$ cat src/rtl/bcr_pkg.sv
package bcr_pkg;
  localparam int ADDR_W = 3;
  localparam int DATA_W = 16;
  localparam int NDOM   = 4;
  localparam int ARM_W  = 4;
  localparam int PRE_W  = 4;
  localparam int X2_W   = 3;
  localparam int BUS_W  = 1;
  localparam int PER_W  = 4;
  localparam int CNT_W  = 5;

  localparam int D_CPU = 0;
  localparam int D_X2  = 1;
  localparam int D_BUS = 2;
  localparam int D_PER = 3;

  localparam logic [ADDR_W-1:0] A_RATIO = 3'd0;
  localparam logic [ADDR_W-1:0] A_MODE  = 3'd1;

  localparam int SYNC_CPU = 2;
  localparam int SYNC_PRE = 1;
  localparam int SYNC_X2  = 5;
  localparam int SYNC_BUS = 2;

  // Field positions follow the packed order, MSB first.
  typedef struct packed {
    logic [PER_W-1:0] per;
    logic [X2_W-1:0]  x2;
    logic [BUS_W-1:0] bus;
    logic [PRE_W-1:0] pre;
    logic [ARM_W-1:0] arm;
  } ratio_t;

  typedef struct packed {
    logic   sync;
    ratio_t r;
  } cfg_t;

  typedef struct packed {
    logic [CNT_W-1:0] cpu;
    logic [CNT_W-1:0] pre;
    logic [CNT_W-1:0] x2;
    logic [CNT_W-1:0] bus;
    logic [CNT_W-1:0] per;
  } div_t;

  // Divisor set actually used by the counter chain.
  function automatic div_t eff_div(input cfg_t c);
    div_t d;
    d.per = CNT_W'(c.r.per) + CNT_W'(1);
    if (c.sync) begin
      d.cpu = CNT_W'(SYNC_CPU);
      d.pre = CNT_W'(SYNC_PRE);
      d.x2  = CNT_W'(SYNC_X2);
      d.bus = CNT_W'(SYNC_BUS);
    end else begin
      d.cpu = CNT_W'(c.r.arm) + CNT_W'(1);
      d.pre = CNT_W'(c.r.pre) + CNT_W'(1);
      d.x2  = CNT_W'(c.r.x2)  + CNT_W'(1);
      d.bus = CNT_W'(c.r.bus) + CNT_W'(1);
    end
    return d;
  endfunction

  function automatic logic at_term(input logic [CNT_W-1:0] cnt,
                                   input logic [CNT_W-1:0] div);
    return cnt == (div - CNT_W'(1));
  endfunction
endpackage

$ cat src/rtl/bcr_regs.sv
module bcr_regs
  import bcr_pkg::*;
#(
  parameter int GATE_W = 4
) (
  input  logic                          clk,
  input  logic                          rst_n,
  input  logic                          wr_en,
  input  logic [ADDR_W-1:0]             wr_addr,
  input  logic [DATA_W-1:0]             wr_data,
  input  logic                          common_term,
  output cfg_t                          cfg_act,
  output logic [NDOM-1:0][GATE_W-1:0]   gate_pend
);
  cfg_t cfg_pend;

  always_ff @(posedge clk or negedge rst_n) begin
    if (!rst_n) begin
      cfg_pend <= '0;
    end else if (wr_en && wr_addr == A_RATIO) begin
      cfg_pend.r <= ratio_t'(wr_data);
    end else if (wr_en && wr_addr == A_MODE) begin
      cfg_pend.sync <= wr_data[0];
    end
  end

  // Deferred commit: only at the shared terminal count.
  always_ff @(posedge clk or negedge rst_n) begin
    if (!rst_n)           cfg_act <= '0;
    else if (common_term) cfg_act <= cfg_pend;
  end

  for (genvar d = 0; d < NDOM; d++) begin : g_mask
    always_ff @(posedge clk or negedge rst_n) begin
      if (!rst_n)
        gate_pend[d] <= '1;
      else if (wr_en && wr_addr[ADDR_W-1] && wr_addr[1:0] == 2'(d))
        gate_pend[d] <= wr_data[GATE_W-1:0];
    end
  end
endmodule

$ cat src/rtl/bcr_chain.sv
module bcr_chain
  import bcr_pkg::*;
(
  input  logic            clk,
  input  logic            rst_n,
  input  cfg_t            cfg_act,
  output logic [NDOM-1:0] tick,
  output logic            common_term
);
  div_t dv;
  logic [CNT_W-1:0] cpu_c, pre_c, x2_c, bus_c, per_c;
  logic pre_tick;

  assign dv       = eff_div(cfg_act);
  assign pre_tick = at_term(pre_c, dv.pre);

  assign tick[D_CPU] = at_term(cpu_c, dv.cpu);
  assign tick[D_X2]  = pre_tick && at_term(x2_c, dv.x2);
  assign tick[D_BUS] = tick[D_X2] && at_term(bus_c, dv.bus);
  assign tick[D_PER] = tick[D_X2] && at_term(per_c, dv.per);

  assign common_term = tick[D_CPU] && tick[D_BUS] && tick[D_PER];

  always_ff @(posedge clk or negedge rst_n) begin
    if (!rst_n) begin
      cpu_c <= '0;
      pre_c <= '0;
      x2_c  <= '0;
      bus_c <= '0;
      per_c <= '0;
    end else begin
      cpu_c <= tick[D_CPU] ? '0 : cpu_c + CNT_W'(1);
      pre_c <= pre_tick ? '0 : pre_c + CNT_W'(1);
      if (pre_tick)   x2_c  <= tick[D_X2]  ? '0 : x2_c  + CNT_W'(1);
      if (tick[D_X2]) bus_c <= tick[D_BUS] ? '0 : bus_c + CNT_W'(1);
      if (tick[D_X2]) per_c <= tick[D_PER] ? '0 : per_c + CNT_W'(1);
    end
  end
endmodule

$ cat src/rtl/bcr_gate.sv
module bcr_gate #(
  parameter int GATE_W = 4
) (
  input  logic              clk,
  input  logic              rst_n,
  input  logic              tick,
  input  logic [GATE_W-1:0] pend,
  output logic [GATE_W-1:0] act,
  output logic [GATE_W-1:0] ce
);
  // Mask is swapped only on a pulse so each pulse is whole.
  always_ff @(posedge clk or negedge rst_n) begin
    if (!rst_n)    act <= '1;
    else if (tick) act <= pend;
  end

  assign ce = tick ? act : '0;
endmodule

$ cat src/rtl/busclk_ratio_div.sv
module busclk_ratio_div
  import bcr_pkg::*;
#(
  parameter int GATE_W = 4
) (
  input  logic              clk,
  input  logic              rst_n,
  input  logic              wr_en,
  input  logic [2:0]        wr_addr,
  input  logic [15:0]       wr_data,
  output logic [GATE_W-1:0] cpu_ce,
  output logic [GATE_W-1:0] x2_ce,
  output logic [GATE_W-1:0] bus_ce,
  output logic [GATE_W-1:0] per_ce
);
  cfg_t                        cfg_act;
  logic [NDOM-1:0]             tick;
  logic                        common_term;
  logic [NDOM-1:0][GATE_W-1:0] gate_pend;
  logic [NDOM-1:0][GATE_W-1:0] gate_act;
  logic [NDOM-1:0][GATE_W-1:0] ce_all;

  bcr_regs #(.GATE_W(GATE_W)) u_regs (
    .clk(clk), .rst_n(rst_n), .wr_en(wr_en), .wr_addr(wr_addr),
    .wr_data(wr_data), .common_term(common_term), .cfg_act(cfg_act),
    .gate_pend(gate_pend)
  );

  bcr_chain u_chain (
    .clk(clk), .rst_n(rst_n), .cfg_act(cfg_act), .tick(tick),
    .common_term(common_term)
  );

  for (genvar d = 0; d < NDOM; d++) begin : g_dom
    bcr_gate #(.GATE_W(GATE_W)) u_gate (
      .clk(clk), .rst_n(rst_n), .tick(tick[d]), .pend(gate_pend[d]),
      .act(gate_act[d]), .ce(ce_all[d])
    );
  end

  assign cpu_ce = ce_all[D_CPU];
  assign x2_ce  = ce_all[D_X2];
  assign bus_ce = ce_all[D_BUS];
  assign per_ce = ce_all[D_PER];
endmodule

$ cat config.mk
export PLATFORM = sky130hd
export DESIGN_NAME = busclk_ratio_div
export DESIGN_NICKNAME = d
export VERILOG_FILES = /design/src/rtl/bcr_pkg.sv /design/src/rtl/bcr_regs.sv /design/src/rtl/bcr_chain.sv /design/src/rtl/bcr_gate.sv /design/src/rtl/busclk_ratio_div.sv
export SDC_FILE = /design/constraint.sdc
export NUM_CORES = 1
export LEC_CHECK = 0
export CAP_MARGIN = 5
export CORE_MARGIN = 4
export CORE_UTILIZATION = 55
export CTS_CLUSTER_SIZE = 28
export DETAILED_ROUTE_END_ITERATION = 16
export DONT_BUFFER_PORTS = 1
export GPL_TIMING_DRIVEN = 0
export PLACE_DENSITY = 0.72
export SYNTH_ARGS = -nofsm -noshare
export SYNTH_HDL_FRONTEND = slang
export SYNTH_SLANG_ARGS = --single-unit
$ cat constraint.sdc
create_clock -name clk -period 4.7 [get_ports clk]
set_clock_uncertainty 0.1 [all_clocks]
set_input_delay 0.94 -clock clk [delete_from_list [all_inputs] [get_ports clk]]
set_output_delay 0.94 -clock clk [all_outputs]
set_load 0.01 [all_outputs]
## Word-level counts from Yosys, hierarchy flattened

Index checks and enable logic that the tools add are counted.

- Input bits: 22
- Output and inout bits: 16
- Logic and storage cells: 75
- Bits in registers: 91

- Bitwise logic cells: 1
- Multiplexer cells: 10
- Reduce and logical (&&, ||, !) cells: 15
- Eq/ne operators: 9
- $add $sub $neg: 15

Operators by type and width:

| cell | count |
|---|---|
| adder 5 x 1 -> 5 bit, second input constant | 5 |
| equality test 5 bit | 5 |
| two-way mux 5 bit | 5 |
| subtractor 5 x 1 -> 5 bit, second input constant | 5 |
| two-way mux 20 bit | 1 |
| two-way mux 4 bit | 4 |
| adder 4 x 1 -> 5 bit, second input constant | 3 |
| logical AND 1 bit | 12 |
| adder 3 x 1 -> 4 bit, second input constant | 1 |
| equality test 2 bit, second input constant | 2 |
| equality test 3 x 1 -> 1 bit, second input constant | 1 |
| zero test 3 bit | 1 |
| adder 1 x 1 -> 2 bit, second input constant | 1 |
| equality test 2 x 1 -> 1 bit, second input constant | 1 |
| zero test 2 bit | 1 |
| AND reduction 2 bit | 1 |
| inverter 1 bit | 1 |

## Depth between registers and ports, before layout

- Depth after elaboration: 8
- Gate-level depth with buffers: 14
- Depth with buffers taken out: 10

## Modules after synthesis

A second synthesis with hierarchy kept.

- Cell total of the unflattened synthesis: 362
- Area total of the unflattened synthesis: 4,640.7 sq um

By module, submodules not included:

| module | area an instance (sq um) | instances | sequential area each (sq um) | cells each |
|---|---|---|---|---|
| bcr_regs | 1,926.8 | 1 | 1,271.2 | 109 |
| bcr_chain | 1,888.1 | 1 | 625.6 | 201 |
| bcr_gate | 206.4 | 4 | 105.1 | 13 |

## Worst setup path after synthesis

No wires, ideal clock.

- Path type: flip-flop to output port
- Start point: register u_regs.cfg_act[16] (netlist name)
- End point: output bus_ce[0]
- Stages on the path, launching flop included: 13
- Path slack: 1.074 ns
- Required time: 3.660 ns
- Path buffers: 3
- Arrival: 2.586 ns
- Cells stage by stage: dfrtp_1 -> buf_4 -> buf_2 -> clkbuf_1 -> nand2b_1 -> ha_1 -> xnor2_1 -> or3_1 -> nand4_1 -> nor4b_2 -> nand4_1 -> nor2_1 -> and2_1

- Word-level cells in the longest chain between the ends: 6
- Elaborated cells between the ends (all ways): 10
- Those cells by class: add/sub: 3; eq/ne: 3; mux: 2; reduce/logical: 2

Ends and longest elaborated chain:

| element | line | source |
|---|---|---|
| two-way mux 20 bit (*) | bcr_pkg.sv:51 | `if (c.sync) begin` |
| subtractor 5 x 1 -> 5 bit | bcr_pkg.sv:67 | `return cnt == (div - CNT_W'(1));` |
| equality test 5 bit | bcr_pkg.sv:67 |  |
| logical AND 1 bit | bcr_chain.sv:18 | `assign tick[D_X2] = pre_tick && at_term(x2_c, dv.x2);` |
| logical AND 1 bit (*) | bcr_chain.sv:19 | `assign tick[D_BUS] = tick[D_X2] && at_term(bus_c, dv.bus);` |
| two-way mux 4 bit (*) | bcr_gate.sv:17 | `assign ce = tick ? act : '0;` |
| end: declaration | busclk_ratio_div.sv:13 | `output logic [GATE_W-1:0] bus_ce,` |

Every way passes the cells marked *; elsewhere a longest branch is shown, timed or not.

## Final worst setup path

- Start point: register u_regs.cfg_act[16] (netlist name)
- End point: output x2_ce[1]

- Word-level cells in the longest chain between the ends: 5
- Elaborated cells between the ends (all ways): 7
- Those cells by class: add/sub: 2; eq/ne: 2; mux: 2; reduce/logical: 1

Ends and longest elaborated chain:

| element | line | source |
|---|---|---|
| two-way mux 20 bit (*) | bcr_pkg.sv:51 |  |
| subtractor 5 x 1 -> 5 bit | bcr_pkg.sv:67 |  |
| equality test 5 bit | bcr_pkg.sv:67 |  |
| logical AND 1 bit (*) | bcr_chain.sv:18 |  |
| two-way mux 4 bit (*) | bcr_gate.sv:17 |  |
| end: declaration | busclk_ratio_div.sv:12 | `output logic [GATE_W-1:0] x2_ce,` |

Marks and branches as above.

==> run summary <==
Detailed routing
- 0 — post-route DRC violation count
- 8720 µm — total routed wirelength
- 17.1 µm — Routed WL per cell
- 2,987 — number of vias in the routed layout
- 6 — DR pass1 iterations
- 109 — initial drt markers
- 5.86 — post-DR vias/cell
- 0 — Routed Antenna Nets

Critical path
- 0.41 ns — highest cell delay on the worst timing path
- sky130_fd_sc_hd__nor2_1 — Most common cell on crit path
- sky130_fd_sc_hd__dfrtp_1 — slowest stage cell, crit path
- output port — Critical Path End Type
- 3.66 ns — Critical Path RT
- 19 — worst-path fanout max
- flop — critical path launch point type
- simple AND/OR/NAND/NOR gates — cell family contributing the most delay on the critical path
- 3.28 ns — arrival time reported for the critical path endpoint
- reg2out — WS Path Type
- 2 — critical path buffer and inverter count
- buf_4 > buf_2 > nand2b_1 > ha_1 > nor2_1 > mux2_2 > a32oi_1 > a311o_2 > nand2_1 > nor2_1 > and2_1 — cell breakdown of the critical path

GRT
- 18.6% — GRT Overall Usage
- 92 — maximum number of pins on one net before global-route repair
- 0 — total congestion overflow after global routing
- 0 — initial antenna violation count
- 3,024 — number of global-route vias before repair
- 14,600 µm — wire length of the first global-routing pass

Floorplan
- 99.8 µm — die extent in y
- 8220 µm² — Core ar.
- 38 — Boundary Pins
- 56.5% — initial core utilization
- 9970 µm² — Die Footprint
- 99.8 µm — x dimension of the die
- 33 — total number of placement rows

Layout
- 433 — Total Nets Final
- 60.7% — post-layout util
- 32.8% — proportion of layout cells with a drive suffix above 1
- 0 — count of inserted antenna diode cells
- 510 — filler-free cell count of the finished design
- 676 — filler cell count in the final layout
- 7.44% — area growth from synthesis to layout

Synthesis
- 31.8% — top-area cell type share of the netlist area
- sky130_fd_sc_hd__mux2_2 — most numerous cell in the Yosys netlist
- 91 — number of flip-flops and latches in the synthesized netlist
- 389 — Syn Inst Count
- sky130_fd_sc_hd__dfrtp_1 — largest area contributor in the netlist
- 4640 µm² — mapped cell area
- 422 — syn_nets
- sky130_fd_sc_hd__mux2_2, sky130_fd_sc_hd__dfrtp_1, sky130_fd_sc_hd__dfstp_2, sky130_fd_sc_hd__nor2_1, sky130_fd_sc_hd__and2_1 — top cells by instance count after synthesis
- 0 — total of warnings raised by yosys
- 49.9% — portion of the post-synthesis area used by sequential elements
- 11.9 µm² — average footprint of a synthesized cell
- 100% — fraction of registers with async set/reset
- 0 — number of enable-type register cells in the synthesized netlist
- sky130_fd_sc_hd__dfrtp_1, sky130_fd_sc_hd__dfstp_2, sky130_fd_sc_hd__mux2_2, sky130_fd_sc_hd__ha_1, sky130_fd_sc_hd__and2_1 — cell types occupying the most area after synthesis
- sky130_fd_sc_hd__dfrtp_1 — leading register cell type out of synthesis
- 60 — Yosys cell types

Placement
- 0.860 — Final GP Congestion
- 6300 µm — Detail Placement HPWL
- 0 — IO Port Bufs
- 495 — number of placed instances, taps included

Clocking
- 0.36 ns — Clk Latency, worst-skew pair
- 9 — TritonCTS buffer count
- yes — TritonCTS clock tree
- 0.10 ns — post-CTS clock slew at the launch and capture registers of the worst setup and hold paths
- 2 — maximum clock path buffer count
- 3 — CTS H-Tree Depth
- 0 — postcts setup bufs
- 0 — quantity of hold-fixing buffers added after cts
- sky130_fd_sc_hd__clkbuf_8 — master cell of the clock root buffer
- 91 — Clock Sinks

Power
- 31.3% — Combinational Power Share
- 20.3% — portion of total power attributed to the clock network
- 34.2% — switching part of the total power
- 0.00166 W — cell-internal power
- 48.4% — part of the total power dissipated in sequential elements
- 505 nW/µm² — Power per Cell Area
- 2.11 nW — Leak
- 0.249 mV — worst vdd ir
- 0.000861 W — switching power summed over all nets
- 0.00252 W — total power draw

STA
- 4.32 ns — minimum clock period
- no — RSZ-0062 raised after global routing
- 0.232 GHz — FMAX
- 0 ns — sum of negative setup slack
- 0 — count of endpoints failing setup in the final report
- 0.731 ns — transition at the pin with the smallest max-transition slack
- 0 — final hold viol count
- 91.9% — ratio of final minimum period to clock period
- 0.163 ns — worst hold-check slack
- 50.0% — Slew Limit Headroom
- 0 — count of final max-slew check failures

Min path
- in2async — path type of the worst min-delay path

Flow run
- 0 — max-cap violation count

Status
- complete, no violations — outcome

[cell usage in the layout, fill, tap and decap left out, types with 2 or more instances in the layout]
cell type	instances
sky130_fd_sc_hd__a2111oi_0	2
sky130_fd_sc_hd__a21oi_1	3
sky130_fd_sc_hd__a31oi_1	2
sky130_fd_sc_hd__and2_1	19
sky130_fd_sc_hd__and3_1	2
sky130_fd_sc_hd__buf_4	2
sky130_fd_sc_hd__clkbuf_1	8
sky130_fd_sc_hd__clkbuf_8	9
sky130_fd_sc_hd__clkinv_4	2
sky130_fd_sc_hd__dfrtp_1	59
sky130_fd_sc_hd__dfstp_2	32
sky130_fd_sc_hd__ha_1	11
sky130_fd_sc_hd__inv_1	9
sky130_fd_sc_hd__inv_6	3
sky130_fd_sc_hd__inv_8	2
sky130_fd_sc_hd__mux2_2	68
sky130_fd_sc_hd__mux2i_1	3
sky130_fd_sc_hd__nand2_1	17
sky130_fd_sc_hd__nand2b_1	6
sky130_fd_sc_hd__nand3_1	14
sky130_fd_sc_hd__nand3b_1	2
sky130_fd_sc_hd__nand4_1	6
sky130_fd_sc_hd__nand4b_1	4
sky130_fd_sc_hd__nor2_1	24
sky130_fd_sc_hd__nor2b_1	4
sky130_fd_sc_hd__nor3_1	6
sky130_fd_sc_hd__nor3b_1	3
sky130_fd_sc_hd__o211ai_1	5
sky130_fd_sc_hd__o21ai_0	14
sky130_fd_sc_hd__or2_2	2
sky130_fd_sc_hd__or3_1	3
sky130_fd_sc_hd__xnor2_1	13
sky130_fd_sc_hd__xor2_1	13
[final cells by class]
cell class	instances	area [µm²]	area share [%]
flip-flops and latches	91	2320	46.5
multi-input cells	277	2250	45.2
well taps	105	131	2.64
clock buffers	9	124	2.48
clock inverters	7	66.3	1.33
plain buffers	11	53.8	1.08
inverters	9	33.8	0.678
repair buffers	1	7.51	0.151
[cell families (layout without fill, tap and decap cells)]
logic type                 after synthesis  in the layout  share of synthesized area, %
buffers and inverters                   21             37                          1.97
adders and majority gates               11             11                          2.97
DFF                                     91             91                          49.9
and+or+nand+nor                        126            126                          16.0
xor gates and xnor gates                26             26                          4.91
AOI/OAI and AO/OA                       42             42                          6.77
muxes                                   72             72                          17.4
[power by group through the flow]
stage               Clock [W]  Combinational [W]  Sequential (W)
floorplan                   0           0.000660         0.00118
global placement            0           0.000740         0.00122
detailed placement          0           0.000777         0.00123
CTS                  0.000529           0.000788         0.00122
global route         0.000555           0.000887         0.00125
finish               0.000512           0.000787         0.00122
[metrics by stage]
step	setup slack, ns	instance area [µm²]
2_1_floorplan	1.07	4640
3_3_place_gp	0.402	4770
3_5_place_dp	0.293	4780
4_1_cts	0.0202	4980
5_1_grt	0.125	4980
6_report	0.382	4980
[routing by layer]
layer | routed length, µm | up-vias | track usage [%] | part of all wire [%]
met5 | 0 | - | 0 | 0
met4 | 123 | 0 | 8.09 | 1.4
met3 | 431 | 11 | 4.59 | 4.9
met2 | 4200 | 55 | 29.5 | 48
met1 | 3960 | 1501 | 24.4 | 45
li1 | - | 1420 | - | -
[final timing paths]
kind,to,startpoint,depth (start not counted),slack (ns)
worst max-delay path,x2_ce[1],u_regs.cfg_act[16]$_DFFE_PN0P_,11,0.38
worst min-delay path,u_regs.cfg_act[11]$_DFFE_PN0P_,rst_n,0,0.16
worst max register to register,u_regs.cfg_act[6]$_DFFE_PN0P_,u_regs.cfg_act[16]$_DFFE_PN0P_,12,0.79
worst min register to register,u_chain.bus_c[4]$_DFFE_PN0N_,u_chain.bus_c[4]$_DFFE_PN0N_,1,0.38
max in group asynchronous,g_dom[0].u_gate.act[0]$_DFFE_PN1N_,rst_n,0,4.11
min in group clk,u_chain.bus_c[4]$_DFFE_PN0N_,u_chain.bus_c[4]$_DFFE_PN0N_,1,0.38
[state kept, by name (all words and copies together) (netlist names)]
signal and flops:
u_regs.gate_pend 16, u_regs.cfg_act 17, u_regs.cfg_pend 17, u_chain.x2_c 5, u_chain.bus_c 5, u_chain.per_c 5, u_chain.pre_c 5, u_chain.cpu_c 5
g_dom.u_gate.act 16
[what timing repair did]
action,in CTS,in global routing
setup endpoints to repair,8,16
resized for setup,1,1
hold endpoints to repair,0,0
(Power assumes the default switching activity.)
